<file path="config.mk">
export PLATFORM = sky130hd
export DESIGN_NAME = pal_regfile
export DESIGN_NICKNAME = d
export VERILOG_FILES = /design/src/rtl/pal_regfile.sv
export SDC_FILE = /design/constraint.sdc
export NUM_CORES = 1
export LEC_CHECK = 0
export BUFFER_PORTS_ARGS = -buffer_cell sky130_fd_sc_hd__buf_2
export CORE_MARGIN = 5
export CORE_UTILIZATION = 45
export CTS_CLUSTER_DIAMETER = 200
export DETAILED_ROUTE_END_ITERATION = 10
export PLACE_DENSITY = 0.63
export REMOVE_ABC_BUFFERS = 1
export SLEW_MARGIN = 10
export SYNTH_ARGS = -nofsm -noshare
export SYNTH_HDL_FRONTEND = slang
export SYNTH_SLANG_ARGS = --single-unit
</file>
<file path="constraint.sdc">
create_clock -name clk -period 2.7 [get_ports clk]
set_input_delay 0.405 -clock clk [delete_from_list [all_inputs] [get_ports clk]]
set_output_delay 0.405 -clock clk [all_outputs]
set_load 0.01 [all_outputs]
</file>
<file path="src/rtl/pal_regfile.sv">
module pal_regfile (
  input  logic       clk,
  input  logic       rst_n,
  input  logic       analog_mode,
  input  logic       wr_en,
  input  logic [1:0] addr,
  input  logic [7:0] wr_data,
  output logic [7:0] rd_data,
  input  logic       redraw_clr,
  output logic       redraw
);

  localparam int ENTRIES = 16;

  logic [7:0] dpal [4];
  logic [3:0] grn [ENTRIES];
  logic [3:0] red [ENTRIES];
  logic [3:0] blu [ENTRIES];
  logic [7:0] idx;
  logic       mode_q;

  function automatic logic [3:0] dflt(int e, int bitpos);
    logic on;
    on = ((e >> bitpos) & 1) != 0;
    if (e == 8)      return 4'd4;
    else if (e < 8)  return on ? 4'd7 : 4'd0;
    else             return on ? 4'd15 : 4'd0;
  endfunction

  logic [1:0] dsel;
  logic [3:0] ent;
  logic [3:0] cur_cmp;
  logic       wr_dig, wr_idx, wr_cmp, dig_chg, cmp_chg, set_rd;

  assign dsel   = (addr[0] == addr[1]) ? ~addr : addr;
  assign ent    = idx[3:0];
  assign wr_dig = wr_en && !analog_mode;
  assign wr_idx = wr_en && analog_mode && addr == 2'd0;
  assign wr_cmp = wr_en && analog_mode && addr != 2'd0;

  always_comb begin
    case (addr)
      2'd1:    cur_cmp = grn[ent];
      2'd2:    cur_cmp = red[ent];
      default: cur_cmp = blu[ent];
    endcase
  end

  assign dig_chg = |((dpal[dsel] ^ wr_data) & 8'h77);
  assign cmp_chg = cur_cmp != wr_data[3:0];
  assign set_rd  = (wr_dig && dig_chg) || (wr_cmp && cmp_chg) || (analog_mode != mode_q);

  assign rd_data = !analog_mode ? dpal[dsel] :
                   (addr == 2'd0) ? idx : {4'b0000, cur_cmp};

  always_ff @(posedge clk) begin
    if (!rst_n) begin
      for (int e = 0; e < 4; e++) dpal[e] <= 8'h04 + 8'(17 * e);
      for (int e = 0; e < ENTRIES; e++) begin
        grn[e] <= dflt(e, 2);
        red[e] <= dflt(e, 1);
        blu[e] <= dflt(e, 0);
      end
      idx    <= 8'h00;
      mode_q <= 1'b0;
      redraw <= 1'b0;
    end else begin
      mode_q <= analog_mode;
      redraw <= set_rd || (redraw && !redraw_clr);
      if (wr_dig) dpal[dsel] <= wr_data;
      if (wr_idx) idx <= wr_data;
      if (wr_cmp) begin
        case (addr)
          2'd1:    grn[ent] <= wr_data[3:0];
          2'd2:    red[ent] <= wr_data[3:0];
          default: blu[ent] <= wr_data[3:0];
        endcase
      end
    end
  end

  logic [31:0] dpal_flat;
  logic [191:0] ana_flat;
  always_comb begin
    dpal_flat = {dpal[3], dpal[2], dpal[1], dpal[0]};
    for (int e = 0; e < ENTRIES; e++)
      ana_flat[e*12 +: 12] = {grn[e], red[e], blu[e]};
  end

  p_sticky_r8: assert property (@(posedge clk) disable iff (!rst_n)
    redraw && !redraw_clr |=> redraw);

  p_rise_cause_r9: assert property (@(posedge clk) disable iff (!rst_n)
    $rose(redraw) |-> ($past(wr_en) || mode_q != $past(mode_q)));

  p_index_no_flag_r4: assert property (@(posedge clk) disable iff (!rst_n)
    wr_en && analog_mode && mode_q && addr == 2'd0 && !redraw_clr |=> redraw == $past(redraw));

  p_dig_hold_r10: assert property (@(posedge clk) disable iff (!rst_n)
    !(wr_en && !analog_mode) |=> $stable(dpal_flat));

  p_ana_hold_r10: assert property (@(posedge clk) disable iff (!rst_n)
    !(wr_en && analog_mode) |=> $stable(ana_flat) && $stable(idx));

endmodule

</file>
==> results.sh <==
export IMPL_antenna_violating_nets_post_route=0
export IMPL_netlist_area_sq_um=11500
export IMPL_count_of_state_elements_after_synthesis=238
export IMPL_dr_total_vias=7425
export IMPL_totalNegativeSetupSlack_ns=-2.31
export IMPL_cp_start_kind="flop"
export IMPL_synth_largest_type_area_fraction_pct=58.4
export IMPL_synth_area_leaders="sky130_fd_sc_hd__edfxtp_1 (58%), sky130_fd_sc_hd__mux4_2 (11%), sky130_fd_sc_hd__and2_1 (3.5%)"
export IMPL_fillerInstances=2045
export IMPL_detailedRoute_firstIterationViolations=766
export IMPL_criticalPathCategory="reg -> out"
export IMPL_max_cap_violations=0
export IMPL_achievable_frequency_ghz=0.301
export IMPL_violations="negative setup slack"
export IMPL_hold_path_class="in -> reg"
export IMPL_global_route_usage_total_pct=20.2
export IMPL_avgSynthCellArea_sq_um=13.3
export IMPL_number_of_antenna_violations_at_the_first_check_in_global_routing=0
export IMPL_gp_routability_congestion=0.856
export IMPL_numClockSinks=238
export IMPL_synth_seq_area_share_pct=60.8
export IMPL_fin_ws_ns=-0.621
export IMPL_min_delay_startpoint="wr_data[7]"
export IMPL_buffer_ports_inserted=23
export IMPL_timing_hold_violations_final=0
export IMPL_arrival_ns=2.92
export IMPL_area_growth_syn_to_layout_pct=17.6
export IMPL_h_tree_depth=1
export IMPL_ios=24
export IMPL_post_dp_hpwl_mm=20.3
export IMPL_placed_cells=1238
export IMPL_final_layout_size_suffix_gt1_share_pct=27.3
export IMPL_outcome="finished with violations"
export IMPL_asyncSetResetFlopFracSynth_pct=0
export IMPL_reg2regPathDepth=9
export IMPL_power_w=0.00821
export IMPL_reg2reg_setup_slack_ns=0.22
export IMPL_global_route_wire_length_before_repair_mm=44.7
export IMPL_yosysMostFrequentCell="sky130_fd_sc_hd__edfxtp_1"
export IMPL_p_leak_nw=4.50
export IMPL_detail_route_wirelength_mm=29.1
export IMPL_hold_buffers=0
export IMPL_path_clk_slew_ns=0.07
export IMPL_number_of_global_route_vias_before_repair=7263
export IMPL_die_x_microns=170
export IMPL_hold_path_endpoint="dpal[1][7]"
export IMPL_core_area_sq_um=25200
export IMPL_post_synth_num_cell_types=50
export IMPL_powerDensity_nw_per_um2=606
export IMPL_rsz0062_at_grt="yes"
export IMPL_finalWorstPathRequiredPeriod_ns=3.32
export IMPL_grt_overflow_total=0
export IMPL_insertion_delay_ns=0.53
export IMPL_finalSetupViolations=4
export IMPL_synth_cells=869
export IMPL_reg2reg_to="redraw"
export IMPL_design_die_area_sq_um=28900
export IMPL_instances_no_fill=1290
export IMPL_initial_utilization_pct=45.8
export IMPL_wl_per_cell_microns=22.6
export IMPL_timing_max_slew_rel_slack_pct=50.7
export IMPL_timing_hold_ws_ns=0.182
export IMPL_cts_root_to_sink_buffers=3
export IMPL_first_pass_drt_iterations=5
export IMPL_cp_endpoint_kind="output pin"
export IMPL_netlist_top_cell_by_area="sky130_fd_sc_hd__edfxtp_1"
export IMPL_worstPathRequired_ns=2.30
export IMPL_synth_edf_count=224
export IMPL_cts_inserted_buffers=25
export IMPL_worst_hold_path_num_cells=2
export IMPL_routed_via_density=5.76
export IMPL_antenna_cells_inserted=0
export IMPL_vdd_ir_drop_max_mv=0.392
export IMPL_synth_ff_type="sky130_fd_sc_hd__edfxtp_1"
export IMPL_die_h_microns=170
export IMPL_ys_warnings_count=0
export IMPL_route_detailed_drc=0
export IMPL_clock_root_buffer="sky130_fd_sc_hd__clkbuf_16"
export IMPL_worstMarginPinSlew_ns=0.734
export IMPL_nets=960
export IMPL_cts_tree="yes"
export IMPL_period_share_pct=123
export IMPL_final_max_slew_violation_count=0
export IMPL_fin_skew_ns=0.0156
export IMPL_crit_fanout=14
export IMPL_synth_top_cells_by_count="sky130_fd_sc_hd__edfxtp_1 (224), sky130_fd_sc_hd__clkbuf_1 (68), sky130_fd_sc_hd__and2_1 (64)"
export IMPL_placement_rows=58
export IMPL_grt_start_max_net_pins=45
[registers in the layout, indices dropped and copies added, names as in the netlist, named ones only]
name / cells
blu: 64
dpal: 32
grn: 64
idx: 8
mode_q: 1
red: 64
redraw: 1
[stage by stage]
stage | cell area (sq um) | util (%) | worst slack (ns)
global route | 13600 | 53.8 | -0.690
finish | 13600 | 53.8 | -0.621
global placement | 12600 | 50.0 | -0.276
CTS | 13500 | 53.4 | -0.621
detailed placement | 12600 | 50.0 | -0.258
floorplan | 11200 | - | -1.36
[repair_timing]
item,4_1_cts,5_1_grt
resized for setup,9,17
endpoints found under the setup margin,4,7
cloned,0,1
buffers inserted,4,2
pin swaps,2,6
endpoints found under the hold margin,0,0
[logic make-up (layout without fill, tap and decap cells)]
kind of cell,after synthesis,count (layout),share of synthesized area (%)
and+or+nand+nor,373,373,17.8
DFF,238,238,60.8
buffers and inverters,95,186,3.42
muxes,77,77,12.9
AOI/OAI and AO/OA,68,68,3.55
xor gates and xnor gates,15,15,1.14
adders and majority gates,3,3,0.326
[critical path, cell delays in order (launching register included)]
cell	delay (ns)
sky130_fd_sc_hd__dfxtp_4	0.42
sky130_fd_sc_hd__buf_12	0.19
sky130_fd_sc_hd__mux4_2	0.52
sky130_fd_sc_hd__mux4_2	0.52
sky130_fd_sc_hd__mux2i_1	0.21
sky130_fd_sc_hd__o21ai_1	0.12
sky130_fd_sc_hd__mux2_4	0.28
sky130_fd_sc_hd__buf_6	0.12
[worst max-delay path by stage]
stage | start | to | slack, ns | depth (start not counted)
2_1_floorplan | flop | rd_data[0] | -1.36 | 5
3_3_place_gp | addr[0] | rd_data[0] | -0.28 | 10
3_5_place_dp | addr[0] | rd_data[2] | -0.26 | 12
4_1_cts | flop | rd_data[0] | -0.62 | 9
5_1_grt | flop | rd_data[2] | -0.69 | 9
6_report | flop | rd_data[0] | -0.62 | 7
[layout by cell type, fill, tap and decap left out, types with 4 or more instances in the layout]
cell type | Yosys | layout
sky130_fd_sc_hd__dfxtp_1 | 14 | 12
sky130_fd_sc_hd__and2_1 | 64 | 64
sky130_fd_sc_hd__and3b_1 | 4 | 4
sky130_fd_sc_hd__and3_1 | 27 | 27
sky130_fd_sc_hd__a21oi_1 | 6 | 6
sky130_fd_sc_hd__or2_2 | 23 | 23
sky130_fd_sc_hd__nand2b_1 | 20 | 20
sky130_fd_sc_hd__nor3b_1 | 4 | 4
sky130_fd_sc_hd__or3_1 | 61 | 61
sky130_fd_sc_hd__buf_12 | 0 | 13
sky130_fd_sc_hd__xnor2_1 | 12 | 11
sky130_fd_sc_hd__nor2_1 | 46 | 43
sky130_fd_sc_hd__o221ai_1 | 4 | 4
sky130_fd_sc_hd__clkinv_1 | 1 | 4
sky130_fd_sc_hd__edfxtp_1 | 224 | 224
sky130_fd_sc_hd__clkbuf_1 | 68 | 6
sky130_fd_sc_hd__clkbuf_16 | 0 | 25
sky130_fd_sc_hd__nor3_1 | 33 | 33
sky130_fd_sc_hd__o21ai_1 | 2 | 4
sky130_fd_sc_hd__inv_1 | 9 | 9
sky130_fd_sc_hd__mux2i_1 | 18 | 14
sky130_fd_sc_hd__mux4_2 | 56 | 56
sky130_fd_sc_hd__nor2b_1 | 17 | 17
sky130_fd_sc_hd__nand2_1 | 51 | 51
sky130_fd_sc_hd__mux2i_2 | 0 | 4
sky130_fd_sc_hd__nand3_1 | 16 | 16
sky130_fd_sc_hd__buf_2 | 6 | 22
sky130_fd_sc_hd__buf_4 | 4 | 86
sky130_fd_sc_hd__o21ai_0 | 39 | 37
sky130_fd_sc_hd__buf_6 | 2 | 6
[per-layer routing]
layer  part of all wire (%)  wire [microns]  track usage [%]
met1                     42           12200             29.1
met2                     48           14000             32.5
met3                    7.5            2170             3.16
met4                    2.5             728             5.63
met5                      0               0                0
[layout make-up]
type                       instances  area, sq um  area share [%]
sequential                       238         7010            51.7
clock buffer                      34          689            5.09
clock inverter                    11         91.3           0.674
tap                              330          413            3.05
inverter                          12         45.0           0.332
timing repair buffer             129         1110            8.19
multi-input combinational        536         4190            30.9
[where the power goes]
| part | leakage (nW) | switching (W) | internal (W) |
|---|---|---|---|
| clock | 0.384 | 0.00140 | 0.00189 |
| sequential | 2.10 | 0.0000385 | 0.00413 |
| combinational | 2.02 | 0.000423 | 0.000332 |
(Power assumes the default switching activity.)
